## src/rtl/lcdrx_pkg.sv

```systemverilog
package lcdrx_pkg;
    localparam int FRAME_BITS = 144;
    localparam int OP_LO      = FRAME_BITS - 5;
    localparam int PAY_W      = OP_LO;
    localparam int CFG_W      = 53;

    typedef enum logic [2:0] {
        ST_IDLE, ST_ADDR, ST_DATA, ST_SKIP, ST_COMMIT
    } rx_state_e;

    typedef enum logic [3:0] {
        CMD_NONE     = 4'd0,
        CMD_TECH     = 4'd1,
        CMD_ONOFF    = 4'd2,
        CMD_SCROLL   = 4'd3,
        CMD_START    = 4'd4,
        CMD_WR_TEXT  = 4'd5,
        CMD_WR_AUX   = 4'd6,
        CMD_WR_GLYPH = 4'd7,
        CMD_CONTRAST = 4'd8
    } cmd_e;
endpackage

```

## src/rtl/lcdrx_sync.sv

```systemverilog
module lcdrx_sync #(
    parameter int W      = 3,
    parameter int STAGES = 2
) (
    input  logic         clk,
    input  logic         rst_n,
    input  logic [W-1:0] d,
    output logic [W-1:0] q
);
    logic [W-1:0] pipe [STAGES];

    always_ff @(posedge clk or negedge rst_n) begin
        if (!rst_n) begin
            for (int i = 0; i < STAGES; i++) pipe[i] <= '0;
        end else begin
            pipe[0] <= d;
            for (int i = 1; i < STAGES; i++) pipe[i] <= pipe[i-1];
        end
    end

    assign q = pipe[STAGES-1];
endmodule

```

## src/rtl/lcdrx_capture.sv

```systemverilog
module lcdrx_capture
    import lcdrx_pkg::*;
#(
    parameter int         ADDR_BITS = 8,
    parameter logic [7:0] DEV_ADDR  = 8'h4E
) (
    input  logic                  clk,
    input  logic                  rst_n,
    input  logic                  en_s,
    input  logic                  sclk_s,
    input  logic                  dat_s,
    output logic [FRAME_BITS-1:0] frame_q,
    output logic                  frame_done
);
    localparam int CNT_W  = $clog2(FRAME_BITS + 1);
    localparam int AIDX_W = $clog2(ADDR_BITS);

    rx_state_e            state, nxt;
    logic [CNT_W-1:0]     cnt;
    logic [ADDR_BITS-2:0] addr_q;
    logic                 sclk_d;
    logic                 rise;
    logic                 addr_last;
    logic                 addr_hit;

    assign rise      = sclk_s & ~sclk_d;
    assign addr_last = (cnt == CNT_W'(ADDR_BITS - 1));
    assign addr_hit  = ({dat_s, addr_q} == DEV_ADDR);

    always_ff @(posedge clk or negedge rst_n) begin
        if (!rst_n) state <= ST_IDLE;
        else        state <= nxt;
    end

    always_comb begin
        nxt = state;
        unique case (state)
            ST_IDLE:   if (en_s) nxt = ST_ADDR;
            ST_ADDR:   if (!en_s) nxt = ST_IDLE;
                       else if (rise && addr_last) nxt = addr_hit ? ST_DATA : ST_SKIP;
            ST_DATA:   if (!en_s) nxt = ST_COMMIT;
            ST_SKIP:   if (!en_s) nxt = ST_IDLE;
            ST_COMMIT: nxt = ST_IDLE;
            default:   nxt = ST_IDLE;
        endcase
    end

    always_ff @(posedge clk or negedge rst_n) begin
        if (!rst_n) begin
            sclk_d  <= 1'b0;
            cnt     <= '0;
            addr_q  <= '0;
            frame_q <= '0;
        end else begin
            sclk_d <= sclk_s;
            unique case (state)
                ST_IDLE: begin
                    cnt     <= '0;
                    frame_q <= '0;
                end
                ST_ADDR: if (en_s && rise) begin
                    if (addr_last) begin
                        cnt <= '0;
                    end else begin
                        addr_q[cnt[AIDX_W-1:0]] <= dat_s;
                        cnt <= cnt + 1'b1;
                    end
                end
                ST_DATA: if (en_s && rise && cnt < CNT_W'(FRAME_BITS)) begin
                    frame_q[cnt] <= dat_s;
                    cnt <= cnt + 1'b1;
                end
                default: ;
            endcase
        end
    end

    assign frame_done = (state == ST_COMMIT);
endmodule

```

## src/rtl/lcdrx_decode.sv

```systemverilog
module lcdrx_decode
    import lcdrx_pkg::*;
(
    input  logic [4:0] op,
    output cmd_e       cmd,
    output logic [1:0] wr_sel
);
    always_comb begin
        cmd = CMD_NONE;
        if (op[4:1] == 4'b0100) begin
            cmd = CMD_ONOFF;
        end else begin
            unique case (op)
                5'b10000: cmd = CMD_TECH;
                5'b11000: cmd = CMD_SCROLL;
                5'b00100: cmd = CMD_START;
                5'b10100: cmd = CMD_WR_TEXT;
                5'b01100: cmd = CMD_WR_AUX;
                5'b11100: cmd = CMD_WR_GLYPH;
                5'b00010: cmd = CMD_CONTRAST;
                default:  cmd = CMD_NONE;
            endcase
        end
    end

    always_comb begin
        unique case (cmd)
            CMD_WR_TEXT:  wr_sel = 2'd1;
            CMD_WR_AUX:   wr_sel = 2'd2;
            CMD_WR_GLYPH: wr_sel = 2'd3;
            default:      wr_sel = 2'd0;
        endcase
    end
endmodule

```

## src/rtl/lcdrx_top.sv

```systemverilog
module lcdrx_top
    import lcdrx_pkg::*;
#(
    parameter logic [7:0] DEV_ADDR    = 8'h4E,
    parameter int         SYNC_STAGES = 2
) (
    input  logic             clk,
    input  logic             rst_n,
    input  logic             ser_en,
    input  logic             ser_clk,
    input  logic             ser_dat,
    output logic [1:0]       duty_sel,
    output logic             frame_fast,
    output logic [1:0]       layout_sel,
    output logic             font_wide,
    output logic [15:0]      digit_en,
    output logic             show_main,
    output logic             show_aux,
    output logic             blank,
    output logic             pwr_save,
    output logic [2:0]       hscroll,
    output logic [3:0]       vscroll,
    output logic             scroll_right,
    output logic             scroll_down,
    output logic [5:0]       start_addr,
    output logic [2:0]       dot_col,
    output logic [3:0]       dot_row,
    output logic [3:0]       contrast_lvl,
    output logic             contrast_on,
    output logic             mem_wr_stb,
    output logic [1:0]       mem_wr_sel,
    output logic [PAY_W-1:0] mem_wr_data,
    output logic             cmd_valid,
    output logic [3:0]       cmd_code
);
    logic [2:0]            sync_q;
    logic                  en_s;
    logic [FRAME_BITS-1:0] fr;
    logic                  frame_done;
    cmd_e                  cmd;
    logic [1:0]            wr_sel;
    logic                  accept;

    lcdrx_sync #(.W(3), .STAGES(SYNC_STAGES)) u_sync (
        .clk(clk), .rst_n(rst_n),
        .d({ser_en, ser_clk, ser_dat}), .q(sync_q)
    );

    assign en_s = sync_q[2];

    lcdrx_capture #(.ADDR_BITS(8), .DEV_ADDR(DEV_ADDR)) u_cap (
        .clk(clk), .rst_n(rst_n),
        .en_s(en_s), .sclk_s(sync_q[1]), .dat_s(sync_q[0]),
        .frame_q(fr), .frame_done(frame_done)
    );

    lcdrx_decode u_dec (
        .op(fr[FRAME_BITS-1:OP_LO]), .cmd(cmd), .wr_sel(wr_sel)
    );

    always_comb begin
        accept = frame_done && (cmd != CMD_NONE);
        if (pwr_save && cmd != CMD_ONOFF && cmd != CMD_CONTRAST) accept = 1'b0;
    end

    always_ff @(posedge clk or negedge rst_n) begin
        if (!rst_n) begin
            duty_sel <= '0;   frame_fast <= 1'b0; layout_sel <= '0;  font_wide <= 1'b0;
            digit_en <= '0;   show_main <= 1'b0;  show_aux <= 1'b0;  blank <= 1'b0;
            pwr_save <= 1'b0; hscroll <= '0;      vscroll <= '0;
            scroll_right <= 1'b0; scroll_down <= 1'b0;
            start_addr <= '0; dot_col <= '0;      dot_row <= '0;
            contrast_lvl <= '0; contrast_on <= 1'b0;
            mem_wr_stb <= 1'b0; mem_wr_sel <= '0; mem_wr_data <= '0;
            cmd_valid <= 1'b0;  cmd_code <= CMD_NONE;
        end else begin
            cmd_valid  <= accept;
            cmd_code   <= accept ? cmd : CMD_NONE;
            mem_wr_stb <= accept && (wr_sel != 2'd0);
            mem_wr_sel <= accept ? wr_sel : 2'd0;
            if (accept) begin
                unique case (cmd)
                    CMD_TECH: begin
                        layout_sel <= fr[129:128];
                        font_wide  <= fr[130];
                        duty_sel   <= fr[137:136];
                        frame_fast <= fr[138];
                    end
                    CMD_ONOFF: begin
                        digit_en  <= fr[135:120];
                        show_main <= fr[136];
                        show_aux  <= fr[137];
                        blank     <= fr[138];
                        pwr_save  <= fr[139];
                    end
                    CMD_SCROLL: begin
                        hscroll      <= fr[122:120];
                        vscroll      <= fr[131:128];
                        scroll_right <= fr[136];
                        scroll_down  <= fr[137];
                    end
                    CMD_START: begin
                        dot_col    <= fr[114:112];
                        dot_row    <= fr[123:120];
                        start_addr <= fr[133:128];
                    end
                    CMD_CONTRAST: begin
                        contrast_lvl <= fr[131:128];
                        contrast_on  <= fr[134];
                    end
                    CMD_WR_TEXT, CMD_WR_AUX, CMD_WR_GLYPH:
                        mem_wr_data <= fr[PAY_W-1:0];
                    default: ;
                endcase
            end
        end
    end
endmodule

```

## config.mk

```make
export PLATFORM = sky130hd
export DESIGN_NAME = lcdrx_top
export DESIGN_NICKNAME = d
export VERILOG_FILES = /design/src/rtl/lcdrx_pkg.sv /design/src/rtl/lcdrx_sync.sv /design/src/rtl/lcdrx_capture.sv /design/src/rtl/lcdrx_decode.sv /design/src/rtl/lcdrx_top.sv
export SDC_FILE = /design/constraint.sdc
export NUM_CORES = 1
export LEC_CHECK = 0
export ABC_AREA = 1
export ABC_CLOCK_PERIOD_IN_PS = 4300
export CORE_ASPECT_RATIO = 1.75
export CORE_UTILIZATION = 33
export CTS_BUF_LIST = sky130_fd_sc_hd__clkbuf_8
export DETAILED_ROUTE_END_ITERATION = 6
export PLACE_DENSITY = 0.6
export SYNTH_ARGS = -nofsm -noshare
export SYNTH_HDL_FRONTEND = slang
export SYNTH_SLANG_ARGS = --single-unit
```

## constraint.sdc

```tcl
create_clock -name clk -period 4.3 [get_ports clk]
set_input_delay 0.645 -clock clk [delete_from_list [all_inputs] [get_ports clk]]
set_output_delay 0.645 -clock clk [all_outputs]
set_load 0.02 [all_outputs]
```

==> implementation parameters, run 1 <==
Parameter                              Value

STA
  Worst hold slack after final layout    roughly 0.096 ns
  Worst path setup slack after routing    about 1.6 ns
  Slew of the pin with the lowest slew margin    about 1.0 ns
  Post-route setup TNS    0 ns
  Worst slew margin    a little under a third
  Setup repair after global routing missed its margin    false
  Final worst clock skew    0.01894 ns
  Time the worst path needs with I/O delays and setup    about 2.7 ns
  Final-report max-slew violation count    0
  FMAX    about 380 MHz
  Final hold viol count    0
  Share of the clock period used by the worst path after layout    61.87%
  Number of setup violations in the final report    0

Worst setup path
  R2r setup slk    roughly 1.6 ns
  Worst path arrival time    ~3.2 ns
  Critical path type    reg -> reg
  Critical path destination    u_cap.frame_q[75]$_DFFE_PN0P_
  Worst reg2reg path endpoint    u_cap.frame_q[75]$_DFFE_PN0P_
  Startpoint of the worst setup timing path    u_cap.state[0]$_DFFE_PN0P_
  Required time worst endpoint    ~4.8 ns
  Kind of start point of the critical path    flop
  Category of the worst setup path capture point    flop
  Largest fanout on the critical path    73
  Origin of the critical flop-to-flop path    u_cap.state[0]$_DFFE_PN0P_
  Logic depth of the worst register-to-register path    8

Synth
  Post-Syn Nets    2043
  Synthesis-stage register bit count    ~370
  Post-synth design cell area    about 17000 um^2
  YS warnings    0
  Seq/Total Area, Yosys    a little under three fifths
  Post-Synthesis Cells    between 2k and 2.5k
  Number of different library cells in the post-synthesis netlist    33
  Average cell area after synthesis    about 8.2 um^2

Routing
  Vias per cell    5.158
  Initial detailed-routing violation count    1176
  Detailed-route wire length    ~52000 um
  Number of DRC violations after detailed routing    0
  Wirelength per Cell    ~18 um
  Remaining antenna violation count after routing    0
  Via count    about 15k
  Length of the first detailed-routing pass in iterations    5

Power
  Sw power    between 0.002 and 0.003 W
  P_leak    about 10 nW
  Internal power    roughly 0.0056 W
  Proportion of total power due to net switching    around 33%
  Peak supply drop    between 0.0003 and 0.0004 V
  Clock share of power    a little under two fifths
  Power Dens Cells    slightly above 400 nW/um^2
  Combinational Power Share    20.7%
  Seq pwr share    between 40% and 50%

Floorplan
  Die Y-Extent    ~300 um
  Area of the core region    around 50000 um^2
  Std cell rows    about 110
  Die span in x    171.7 um
  Initial core utilization    between 30% and 40%
  Total die area    between 50000 and 60000 um^2
  Count of boundary I/O pins    205

Clocking
  Count of hold buffers inserted by post-cts repair    0
  TritonCTS Buffers    53
  Clock sinks    approximately 370
  CTS Root Buffer Type    sky130_fd_sc_hd__clkbuf_8
  Number of gates resized after CTS    0
  Worst-path clk slew    0.07 ns
  Maximum clock insertion buffer count    3
  TritonCTS clock tree    built
  Setup Fix Bufs, Post-CTS    0
  Worst skew pair latency    roughly 0.6 ns
  H-tree depth reported by CTS    2

Global route
  Number of antenna violations at the first check in global routing    1
  Total global-route track usage    20.45%
  Pin count of the biggest net entering global routing    140
  Wire length of the first global-routing pass    81740 um
  Total global routing overflow    0
  Vias in the first global route    between 10k and 15k

Placed design
  Standard cell area after detailed placement    roughly 19000 um^2
  # port buffers    between 200 and 250
  Post-DP HPWL    32660 um
  Worst Setup Slack post-DPL    around 1.6 ns
  Final estimated routing congestion in global placement    0.8600
  Placed insts    roughly 2.8k

Layout
  Layout Cell Area excl Fill    between 20000 and 25000 um^2
  Proportion of layout cells with a drive suffix above 1    approximately 6%
  Layout Area Growth over Synthesis    22.04%
  Number of nets in the finished design    around 2.2k
  Final standard cell count with taps included and fillers excluded    approximately 2.9k

Run
  Number of maximum-capacitance constraint violations    0

Worst hold path
  Worst hold-check path type    in -> async

Run status
  Outcome    finished, final reports clean
synthesized netlist by cell type:
cell                       number  share of area (%)
sky130_fd_sc_hd__nor3_1         5               0.15
sky130_fd_sc_hd__nand4_2        1              0.075
sky130_fd_sc_hd__buf_2         87                2.6
sky130_fd_sc_hd__ha_1           4               0.30
sky130_fd_sc_hd__nand3_2        1              0.060
sky130_fd_sc_hd__o211a_1        1              0.060
sky130_fd_sc_hd__nor2_2         4               0.15
sky130_fd_sc_hd__o21ai_1        8               0.24
sky130_fd_sc_hd__clkinv_1       3              0.068
sky130_fd_sc_hd__nand2_1      758                 17
sky130_fd_sc_hd__buf_4          4               0.18
sky130_fd_sc_hd__o21bai_1       1              0.045
sky130_fd_sc_hd__xor2_1         3               0.16
sky130_fd_sc_hd__buf_6          1              0.068
sky130_fd_sc_hd__clkbuf_1      52                1.2
sky130_fd_sc_hd__xnor2_1        1              0.053
sky130_fd_sc_hd__inv_2          8               0.18
sky130_fd_sc_hd__nand4_1      173                6.5
sky130_fd_sc_hd__nor4_2         1              0.075
sky130_fd_sc_hd__o21ai_4        1              0.098
sky130_fd_sc_hd__or4_1          1              0.045
sky130_fd_sc_hd__buf_1          4              0.090
sky130_fd_sc_hd__nor3_2         1              0.060
sky130_fd_sc_hd__nor2_1       172                3.9
sky130_fd_sc_hd__nand3_1      176                5.3
sky130_fd_sc_hd__dfrtp_1      369                 56
sky130_fd_sc_hd__nand2_2        1              0.038
sky130_fd_sc_hd__o21ai_0      153                4.6
sky130_fd_sc_hd__a21oi_2        1              0.053
sky130_fd_sc_hd__nor2_4         2               0.14
sky130_fd_sc_hd__a21oi_1        6               0.18
sky130_fd_sc_hd__inv_1         29               0.65
sky130_fd_sc_hd__o211ai_1       2              0.090
how the worst min path moves through the flow:
stage / slack, ns / to / cells past startpoint / startpoint
finish: 0.1 / mem_wr_data[23]$_DFFE_PN0P_ / 1 / rst_n
global route: 0.16 / mem_wr_data[23]$_DFFE_PN0P_ / 1 / rst_n
CTS: 0.12 / mem_wr_data[23]$_DFFE_PN0P_ / 1 / rst_n
detailed placement: 0.36 / u_sync.q[0]$_DFF_PN0_ / 0 / u_sync.pipe[3]$_DFF_PN0_
global placement: 0.34 / u_sync.q[0]$_DFF_PN0_ / 0 / u_sync.pipe[3]$_DFF_PN0_
floorplan: 0.33 / u_sync.q[0]$_DFF_PN0_ / 0 / u_sync.pipe[3]$_DFF_PN0_
cell families (layout without fill, tap and decap cells):
| logic type | count (synthesis) | count (layout) | share of synthesized area (%) |
|---|---|---|---|
| DFF | 369 | 369 | 55.51 |
| buffers and inverters | 188 | 357 | 5.032 |
| and+or+nand+nor | 1296 | 1296 | 33.58 |
| AOI/OAI and AO/OA | 173 | 173 | 5.370 |
| other | 0 | 1 | 0 |
| xor gates and xnor gates | 4 | 4 | 0.2106 |
| adders and majority gates | 4 | 4 | 0.3009 |
power by group through the flow:
stage	sequential, W	clock (W)	combinational [W]
after global placement	0.00362	0	0.00169
after detailed placement	0.00362	0	0.00172
after CTS	0.00356	0.00319	0.00173
after floorplan	0.00361	0	0.00133
after global routing	0.00356	0.00333	0.00195
final	0.00356	0.00310	0.00174
state kept, by name (all words and copies together) (netlist names), 4 cells and up:
| register | cells |
|---|---|
| dot_row | 4 |
| contrast_lvl | 4 |
| u_cap.frame_q | 144 |
| digit_en | 16 |
| vscroll | 4 |
| u_cap.cnt | 8 |
| mem_wr_data | 139 |
| start_addr | 6 |
| u_cap.addr_q | 7 |
| cmd_code | 4 |
layout make-up:
type                    instances  area [um^2]
fillers                      5038        29430
flip-flops and latches        369         9234
multi-input cells            1477         6614
repair buffers                223         2290
clock buffers                  73         1005
well taps                     660        825.8
clock inverters                21        177.7
inverters                      40        152.6
diodes                          1        2.502
routing by layer:
metal  global-route usage (%)  vias to the layer above  share of wire, %
met3                    2.918                      113               5.3
met1                    25.55                     7205                40
met4                    8.546                        0               3.9
li1                         -                     6994                 -
met5                        0                        -                 0
met2                    34.98                      460                50
worst max-delay path, cell delays in order (launching register included):
cell and delay, ns:
sky130_fd_sc_hd__dfrtp_1 0.42, sky130_fd_sc_hd__nor2_1 0.15, sky130_fd_sc_hd__inv_2 0.07, sky130_fd_sc_hd__nor2_4 0.17, sky130_fd_sc_hd__inv_4 0.27, sky130_fd_sc_hd__nor2_4 0.86, sky130_fd_sc_hd__buf_12 0.35, sky130_fd_sc_hd__nand3_1 0.13
sky130_fd_sc_hd__nand2_1 0.11
cell usage in the layout (no fill, tap or decap), types with 2 or more instances in the layout:
master	n
sky130_fd_sc_hd__nand2_1	758
sky130_fd_sc_hd__dfrtp_1	369
sky130_fd_sc_hd__clkdlybuf4s50_1	203
sky130_fd_sc_hd__nand3_1	176
sky130_fd_sc_hd__nand4_1	173
sky130_fd_sc_hd__nor2_1	171
sky130_fd_sc_hd__o21ai_0	153
sky130_fd_sc_hd__clkbuf_8	73
sky130_fd_sc_hd__inv_1	34
sky130_fd_sc_hd__clkinv_2	12
sky130_fd_sc_hd__buf_4	11
sky130_fd_sc_hd__o21ai_1	8
sky130_fd_sc_hd__buf_12	8
sky130_fd_sc_hd__inv_2	7
sky130_fd_sc_hd__a21oi_1	6
sky130_fd_sc_hd__nor2_2	4
sky130_fd_sc_hd__nor3_1	4
sky130_fd_sc_hd__ha_1	4
sky130_fd_sc_hd__clkinv_1	3
sky130_fd_sc_hd__nor2_4	3
sky130_fd_sc_hd__xor2_1	3
sky130_fd_sc_hd__bufinv_16	3
sky130_fd_sc_hd__nor3_2	2
sky130_fd_sc_hd__o211ai_1	2
through the flow:
| stage | util, % | power, W |
|---|---|---|
| 3_5_place_dp | 38.44 | 0.005342 |
| 6_report | 40.82 | 0.008391 |
| 3_3_place_gp | 38.44 | 0.005308 |
| 4_1_cts | 40.82 | 0.008478 |
| 2_1_floorplan | - | 0.004938 |
| 5_1_grt | 40.82 | 0.008836 |
(Power assumes the default switching activity.)
==> run 2: changes to the inputs <==
--- a/config.mk
+++ b/config.mk
@@ -6,12 +6,12 @@
 export NUM_CORES = 1
 export LEC_CHECK = 0
 export ABC_AREA = 1
-export ABC_CLOCK_PERIOD_IN_PS = 4300
+export ABC_CLOCK_PERIOD_IN_PS = 2320
 export CORE_ASPECT_RATIO = 1.75
 export CORE_UTILIZATION = 33
 export CTS_BUF_LIST = sky130_fd_sc_hd__clkbuf_8
 export DETAILED_ROUTE_END_ITERATION = 6
-export PLACE_DENSITY = 0.6
+export PLACE_DENSITY = 0.62
 export SYNTH_ARGS = -nofsm -noshare
 export SYNTH_HDL_FRONTEND = slang
 export SYNTH_SLANG_ARGS = --single-unit
==> constraint.sdc (replaced) <==
create_clock -name clk -period 2.32 [get_ports clk]
set_input_delay 0.348 -clock clk [delete_from_list [all_inputs] [get_ports clk]]
set_output_delay 0.348 -clock clk [all_outputs]
set_load 0.02 [all_outputs]
==> run 2 against run 1 <==
- design area increased by 3.2%
- flip-flop and latch count unchanged
- worst setup slack worse by 1.4 ns
- die area unchanged
- core utilization up 1.3 points
- largest cell class unchanged
- cell count up 2.1%
- combinational power is 97% higher
- critical path type unchanged
- critical path depth unchanged
==> implementation parameters, run 2 (synthesis gave the netlist of run 1 again) <==
Parameter                              Value

Run status
  Outcome    finished, final reports clean (unchanged)

Power
  Internal power    0.01077 W (was 0.005603 W)
  Seq pwr share    41.4% (was 42.4%)
  Proportion of total power due to net switching    32.49% (was 33.23%)
  PnR Total Power    0.01596 W (was 0.008391 W)
  Sw power    0.005185 W (was 0.002788 W)
  P_leak    10.46 nW (was 10.11 nW)
  Peak supply drop    0.0004791 V (was 0.0003375 V)
  Clock share of power    37.2% (was 36.9%)
  Power Dens Cells    762.0 nW/um^2 (was 413.3 nW/um^2)
  Combinational Power Share    21.4% (was 20.7%)

Clocking
  Clock sinks    369 (unchanged)
  Worst skew pair latency    0.61 ns (was 0.60 ns)
  CTS Root Buffer Type    sky130_fd_sc_hd__clkbuf_8 (unchanged)
  H-tree depth reported by CTS    2 (unchanged)
  TritonCTS clock tree    built (unchanged)
  Maximum clock insertion buffer count    3 (unchanged)
  Number of gates resized after CTS    0 (unchanged)
  Worst-path clk slew    0.08 ns (was 0.07 ns)
  TritonCTS Buffers    54 (was 53)

Worst hold path
  Min-delay src    ser_clk
  Number of cells on the worst hold path    1
  Hold endpoint    u_sync.pipe[4]$_DFF_PN0_
  Worst hold-check path type    in -> reg (was in -> async)

STA
  Worst path setup slack after routing    0.2433 ns (was 1.640 ns)
  Final hold viol count    0 (unchanged)
  Time the worst path needs with I/O delays and setup    2.077 ns (was 2.660 ns)
  FMAX    481.5 MHz (was 375.9 MHz)
  Number of setup violations in the final report    0 (unchanged)
  Setup repair after global routing missed its margin    false (unchanged)
  Slew of the pin with the lowest slew margin    0.7506 ns (was 1.018 ns)
  Post-route setup TNS    0 ns (unchanged)
  Final worst clock skew    0.03166 ns (was 0.01894 ns)
  Worst slew margin    49.82% (was 31.99%)
  Share of the clock period used by the worst path after layout    89.51% (was 61.87%)
  Worst hold slack after final layout    0.1873 ns (was 0.09565 ns)
  Final-report max-slew violation count    0 (unchanged)

Floorplan
  Die span in x    171.7 um (unchanged)
  Total die area    51350 um^2 (unchanged)
  Initial core utilization    33.45% (unchanged)
  Die Y-Extent    299.0 um (unchanged)
  Count of boundary I/O pins    205 (unchanged)
  Std cell rows    108 (unchanged)
  Area of the core region    49730 um^2 (unchanged)

Worst setup path
  Required time worst endpoint    2.81 ns (was 4.84 ns)
  Logic depth of the worst register-to-register path    8 (unchanged)
  Largest fanout on the critical path    64 (was 73)
  Critical path type    reg -> reg (unchanged)
  Worst path arrival time    2.57 ns (was 3.20 ns)
  Worst reg2reg path endpoint    u_cap.cnt[1]$_DFFE_PN0P_ (was u_cap.frame_q[75]$_DFFE_PN0P_)
  Kind of start point of the critical path    flop (unchanged)
  Origin of the critical flop-to-flop path    u_cap.state[0]$_DFFE_PN0P_ (unchanged)
  Category of the worst setup path capture point    flop (unchanged)
  R2r setup slk    0.24 ns (was 1.64 ns)

Routing
  Number of DRC violations after detailed routing    0 (unchanged)
  Remaining antenna violation count after routing    0 (unchanged)
  Length of the first detailed-routing pass in iterations    5 (unchanged)
  Detailed-route wire length    52270 um (was 52380 um)
  Vias per cell    5.090 (was 5.158)
  Via count    14.89k (was 14.77k)
  Initial detailed-routing violation count    1133 (was 1176)
  Wirelength per Cell    17.87 um (was 18.29 um)

Global route
  Total global-route track usage    20.54% (was 20.45%)
  Wire length of the first global-routing pass    82440 um (was 81740 um)
  Vias in the first global route    14.64k (was 14.10k)
  Pin count of the biggest net entering global routing    99 (was 140)
  Number of antenna violations at the first check in global routing    2 (was 1)
  GR met2 Demand/Resource    35.97% (was 34.98%)
  Grt met3 use    2.469% (was 2.918%)
  Most Crowded Layer GR    met2 (unchanged)
  Total global routing overflow    0 (unchanged)
  Met1 track demand over resource    25.21% (was 25.55%)

Layout
  Proportion of layout cells with a drive suffix above 1    8.219% (was 6.037%)
  Final standard cell count with taps included and fillers excluded    2925 (was 2864)
  Max reg flops    144 (unchanged)
  Number of nets in the finished design    2229 (was 2173)
  Top Registers    u_cap.frame_q (144), mem_wr_data (139), digit_en (16) (unchanged)
  Most frequent cells in the layout    sky130_fd_sc_hd__nand2_1 (758), sky130_fd_sc_hd__dfrtp_1 (369), sky130_fd_sc_hd__clkdlybuf4s50_1 (203) (unchanged)
  Commonest non-fill, non-tap cell in the layout    sky130_fd_sc_hd__nand2_1 (unchanged)
  Register bank with the most flops    u_cap.frame_q (unchanged)
  Layout Area Growth over Synthesis    25.89% (was 22.04%)

Placed design
  Final estimated routing congestion in global placement    0.8889 (was 0.8600)
  Worst Setup Slack post-DPL    0.2527 ns (was 1.634 ns)
  Post-DP HPWL    35040 um (was 32660 um)
  # port buffers    204 (unchanged)
  Placed insts    2823 (was 2769)

Run
  Number of maximum-capacitance constraint violations    0 (unchanged)
run 2: area by class of cell:
class                   count  area [um^2]
fillers                  5065        28790
diodes                      2        5.005
clock inverters            27        251.5
clock buffers              72        991.0
multi-input cells        1477         6614
well taps                 660        825.8
flip-flops and latches    369         9234
repair buffers            278         2868
inverters                  40        152.6
run 2: worst max-delay path, cell delays in order, from the launching register on:
cell	delay, ns
sky130_fd_sc_hd__dfrtp_1	0.42
sky130_fd_sc_hd__nor2_1	0.08
sky130_fd_sc_hd__inv_2	0.09
sky130_fd_sc_hd__nor2_4	0.07
sky130_fd_sc_hd__inv_4	0.33
sky130_fd_sc_hd__buf_4	0.57
sky130_fd_sc_hd__o21ai_0	0.20
sky130_fd_sc_hd__nand2_1	0.09
sky130_fd_sc_hd__o21ai_0	0.08
run 2: worst max-delay path by stage:
stage | slack, ns | cells past startpoint | to | start
3_3_place_gp | 0.35 | 8 | u_cap.cnt[1]$_DFFE_PN0P_ | u_cap.state[0]$_DFFE_PN0P_
4_1_cts | 0.22 | 1 | pwr_save | pwr_save$_DFFE_PN0P_
3_5_place_dp | 0.25 | 8 | u_cap.cnt[1]$_DFFE_PN0P_ | u_cap.state[0]$_DFFE_PN0P_
5_1_grt | 0.06 | 8 | u_cap.cnt[1]$_DFFE_PN0P_ | u_cap.state[0]$_DFFE_PN0P_
2_1_floorplan | 0.49 | 9 | u_cap.state[0]$_DFFE_PN0P_ | u_cap.cnt[0]$_DFFE_PN0P_
6_report | 0.24 | 8 | u_cap.cnt[1]$_DFFE_PN0P_ | u_cap.state[0]$_DFFE_PN0P_
run 2: repair_timing:
item                                   CTS  global route
hold buffers                             1             0
setup buffers                            0             0
endpoints found under the hold margin   43             0
run 2: power by group through the flow:
stage / Clock, W / Combinational (W) / Sequential [W]
3_3_place_gp: 0 / 0.00330 / 0.00671
2_1_floorplan: 0 / 0.00247 / 0.00668
6_report: 0.00594 / 0.00342 / 0.00660
4_1_cts: 0.00611 / 0.00341 / 0.00660
5_1_grt: 0.00636 / 0.00384 / 0.00660
3_5_place_dp: 0 / 0.00338 / 0.00672
run 2: layer usage:
metal	share of wire, %	vias to the layer above
li1	-	7121
met1	40	7191
met2	51	466
met3	4.5	109
met4	3.8	0
met5	0	-
run 2: metrics by stage:
| step | cell area (um^2) | util (%) |
|---|---|---|
| after floorplan | 16630 | - |
| after global placement | 19680 | 39.58 |
| after detailed placement | 19680 | 39.58 |
| after CTS | 20940 | 42.10 |
| after global routing | 20940 | 42.11 |
| final | 20940 | 42.11 |
==> run 3: changes to the inputs <==
--- a/config.mk
+++ b/config.mk
@@ -8,10 +8,11 @@
 export ABC_AREA = 1
 export ABC_CLOCK_PERIOD_IN_PS = 2320
 export CORE_ASPECT_RATIO = 1.75
-export CORE_UTILIZATION = 33
+export CORE_UTILIZATION = 30
 export CTS_BUF_LIST = sky130_fd_sc_hd__clkbuf_8
 export DETAILED_ROUTE_END_ITERATION = 6
-export PLACE_DENSITY = 0.62
+export DONT_BUFFER_PORTS = 1
+export PLACE_DENSITY = 0.53
 export SYNTH_ARGS = -nofsm -noshare
 export SYNTH_HDL_FRONTEND = slang
 export SYNTH_SLANG_ARGS = --single-unit
==> run 3 against run 2 <==
- the run now ends with hold timing left
- via count down 4.9%
- critical path depth unchanged
- critical path type unchanged
- critical endpoint is now u_cap.frame_q[44]$_DFFE_PN0P_
- register-to-register slack worse by 0.06 ns
- clock power down 0.7%
- sequential power about the same
- maximum frequency down 2.7%
==> implementation parameters, run 3 (synthesis gave the netlist of run 1 again) <==
Parameter                              Value

Worst setup path
  Worst path arrival time    2.71 ns (was 2.57 ns)
  CP dominant cell by count    sky130_fd_sc_hd__nand2_1 (was sky130_fd_sc_hd__o21ai_0)
  Critical path type    reg -> reg (unchanged)
  Crit-path cells    clkinvlp_4, ha_1, nand2_1, buf_4, nor2_1, o21ai_0, nand2_1, nand2_1 (was nor2_1, inv_2, nor2_4, inv_4, buf_4, o21ai_0, nand2_1, o21ai_0)
  Largest fanout on the critical path    9 (was 64)
  Cell family with the largest share of critical-path delay    flip-flops (was buffers and inverters)
  Required time worst endpoint    2.90 ns (was 2.81 ns)
  Startpoint of the worst setup timing path    u_cap.cnt[0]$_DFFE_PN0P_ (was u_cap.state[0]$_DFFE_PN0P_)
  Kind of start point of the critical path    flop (unchanged)
  Delay of the slowest critical-path stage    0.57 ns (about the same)
  Count of buffer and inverter cells on the critical path    2 (was 3)
  Origin of the critical flop-to-flop path    u_cap.cnt[0]$_DFFE_PN0P_ (was u_cap.state[0]$_DFFE_PN0P_)
  Category of the worst setup path capture point    flop (unchanged)
  CP max stage cell    sky130_fd_sc_hd__dfrtp_1 (was sky130_fd_sc_hd__buf_4)

Floorplan
  Die span in x    180.0 um (was 171.7 um)
  Area of the core region    54570 um^2 (was 49730 um^2)
  Total die area    56430 um^2 (was 51350 um^2)
  Die Y-Extent    313.5 um (was 299.0 um)
  Initial core utilization    30.48% (was 33.45%)
  Std cell rows    113 (was 108)
  Count of boundary I/O pins    205 (unchanged)

Layout
  Layout Area Growth over Synthesis    13.76% (was 25.89%)
  Most frequent cells in the layout    sky130_fd_sc_hd__nand2_1 (757), sky130_fd_sc_hd__dfrtp_1 (369), sky130_fd_sc_hd__nand3_1 (176) (was sky130_fd_sc_hd__nand2_1 (758), sky130_fd_sc_hd__dfrtp_1 (369), sky130_fd_sc_hd__clkdlybuf4s50_1 (203))
  Commonest non-fill, non-tap cell in the layout    sky130_fd_sc_hd__nand2_1 (unchanged)
  Max reg flops    144 (unchanged)
  Top Registers    u_cap.frame_q (144), mem_wr_data (139), digit_en (16) (unchanged)
  Register bank with the most flops    u_cap.frame_q (unchanged)
  Number of nets in the finished design    2030 (was 2229)
  Final core utilization    34.68% (was 42.11%)
  Proportion of layout cells with a drive suffix above 1    9.148% (was 8.219%)
  Final standard cell count with taps included and fillers excluded    2757 (was 2925)

STA
  Final worst clock skew    0.03886 ns (was 0.03166 ns)
  Share of the clock period used by the worst path after layout    92.03% (was 89.51%)
  Worst slew margin    2.883% (was 49.82%)
  Slew of the pin with the lowest slew margin    1.457 ns (was 0.7506 ns)
  Worst hold slack after final layout    -0.5977 ns (was 0.1873 ns)
  Time the worst path needs with I/O delays and setup    2.135 ns (was 2.077 ns)
  FMAX    468.4 MHz (was 481.5 MHz)
  Final-report max-slew violation count    0 (unchanged)
  Number of setup violations in the final report    0 (unchanged)
  Final hold viol count    369 (was 0)

Routing
  Initial detailed-routing violation count    940 (was 1133)
  Vias per cell    5.136 (was 5.090)
  Length of the first detailed-routing pass in iterations    5 (unchanged)
  Wirelength per Cell    19.42 um (was 17.87 um)
  Via count    14.16k (was 14.89k)
  Number of DRC violations after detailed routing    0 (unchanged)
  Remaining antenna violation count after routing    0 (unchanged)
  Detailed-route wire length    53540 um (was 52270 um)

Clocking
  H-tree depth reported by CTS    2 (unchanged)
  Worst skew pair latency    0.66 ns (was 0.61 ns)
  Count of hold buffers inserted by post-cts repair    3 (was 1)
  TritonCTS Buffers    56 (was 54)
  Maximum clock insertion buffer count    3 (unchanged)
  CTS Root Buffer Type    sky130_fd_sc_hd__clkbuf_8 (unchanged)
  Worst-path clk slew    0.07 ns (was 0.08 ns)
  Clock sinks    369 (unchanged)
  TritonCTS clock tree    built (unchanged)

Power
  PnR Total Power    0.01593 W (was 0.01596 W)
  Peak supply drop    0.0004794 V (was 0.0004791 V)
  Internal power    0.01062 W (was 0.01077 W)
  P_leak    9.769 nW (was 10.46 nW)
  Proportion of total power due to net switching    33.36% (was 32.49%)
  Clock share of power    37.0% (was 37.2%)
  Combinational Power Share    21.5% (was 21.4%)
  Sw power    0.005315 W (was 0.005185 W)
  Power Dens Cells    842.0 nW/um^2 (was 762.0 nW/um^2)
  Seq pwr share    41.5% (was 41.4%)

Global route
  Number of antenna violations at the first check in global routing    2 (unchanged)
  Total global-route track usage    18.78% (was 20.54%)
  Wire length of the first global-routing pass    82500 um (was 82440 um)
  Most Crowded Layer GR    met2 (unchanged)
  Grt met3 use    3.313% (was 2.469%)
  GR met2 Demand/Resource    31.63% (was 35.97%)
  Met1 track demand over resource    22.65% (was 25.21%)
  Pin count of the biggest net entering global routing    370 (was 99)
  Vias in the first global route    13.72k (was 14.64k)
  Total global routing overflow    0 (unchanged)

Run status
  Outcome    complete, but fails checks (was finished, final reports clean)
  Failing checks    hold timing

Worst hold path
  Worst hold-check path type    in -> async (was in -> reg)

Placed design
  Final estimated routing congestion in global placement    0.8109 (was 0.8889)
  Placed insts    2647 (was 2823)
  Post-DP HPWL    33630 um (was 35040 um)
  # port buffers    0 (was 204)

Run
  Number of maximum-capacitance constraint violations    0 (unchanged)
run 3: per-stage QoR:
stage | setup slack [ns] | setup TNS [ns] | cell area, um^2
final | 0.1849 | 0 | 18920
after global routing | -0.01708 | -0.01868 | 18920
after CTS | 0.1476 | 0 | 18880
after detailed placement | 0.1711 | 0 | 17610
after global placement | 0.2077 | 0 | 17610
after floorplan | 0.4857 | 0 | 16630
run 3: final cells by class:
class,instances,area (um^2)
flip-flops and latches,369,9234
clock buffers,77,1060
inverters,40,156.4
clock inverters,26,182.7
fillers,5619,35650
well taps,690,863.3
repair buffers,75,787.0
multi-input cells,1479,6639
diodes,1,2.502
run 3: what timing repair did:
action / CTS / global route
setup buffers: 0 / 1
endpoints found under the hold margin: 372 / 369
setup endpoints to repair: 0 / 30
resized for setup: 0 / 3
run 3: path summary, 6_finish.rpt:
path / end / slack [ns] / cells after the start
min: mem_wr_data[26]$_DFFE_PN0P_ / -0.60 / 0
min in group clk: u_sync.pipe[3]$_DFF_PN0_ / 0.25 / 1
min reg2reg: u_sync.q[0]$_DFF_PN0_ / 0.37 / 0
max: u_cap.frame_q[44]$_DFFE_PN0P_ / 0.18 / 8
max in group asynchronous: u_cap.frame_q[87]$_DFFE_PN0P_ / 1.74 / 0
max reg2reg: u_cap.frame_q[44]$_DFFE_PN0P_ / 0.18 / 8
run 3: per-layer routing:
layer / up-vias / wire length (um)
li1: 6709 / -
met1: 6894 / 21780
met2: 422 / 26260
met3: 132 / 2689
met4: 2 / 2799
met5: - / 13
run 3: power groups by stage:
| stage | Clock [W] | Sequential (W) | Combinational (W) |
|---|---|---|---|
| floorplan | 0 | 0.00668 | 0.00247 |
| global placement | 0 | 0.00671 | 0.00324 |
| detailed placement | 0 | 0.00672 | 0.00333 |
| CTS | 0.00609 | 0.00660 | 0.00335 |
| global route | 0.00636 | 0.00661 | 0.00380 |
| finish | 0.00590 | 0.00661 | 0.00343 |
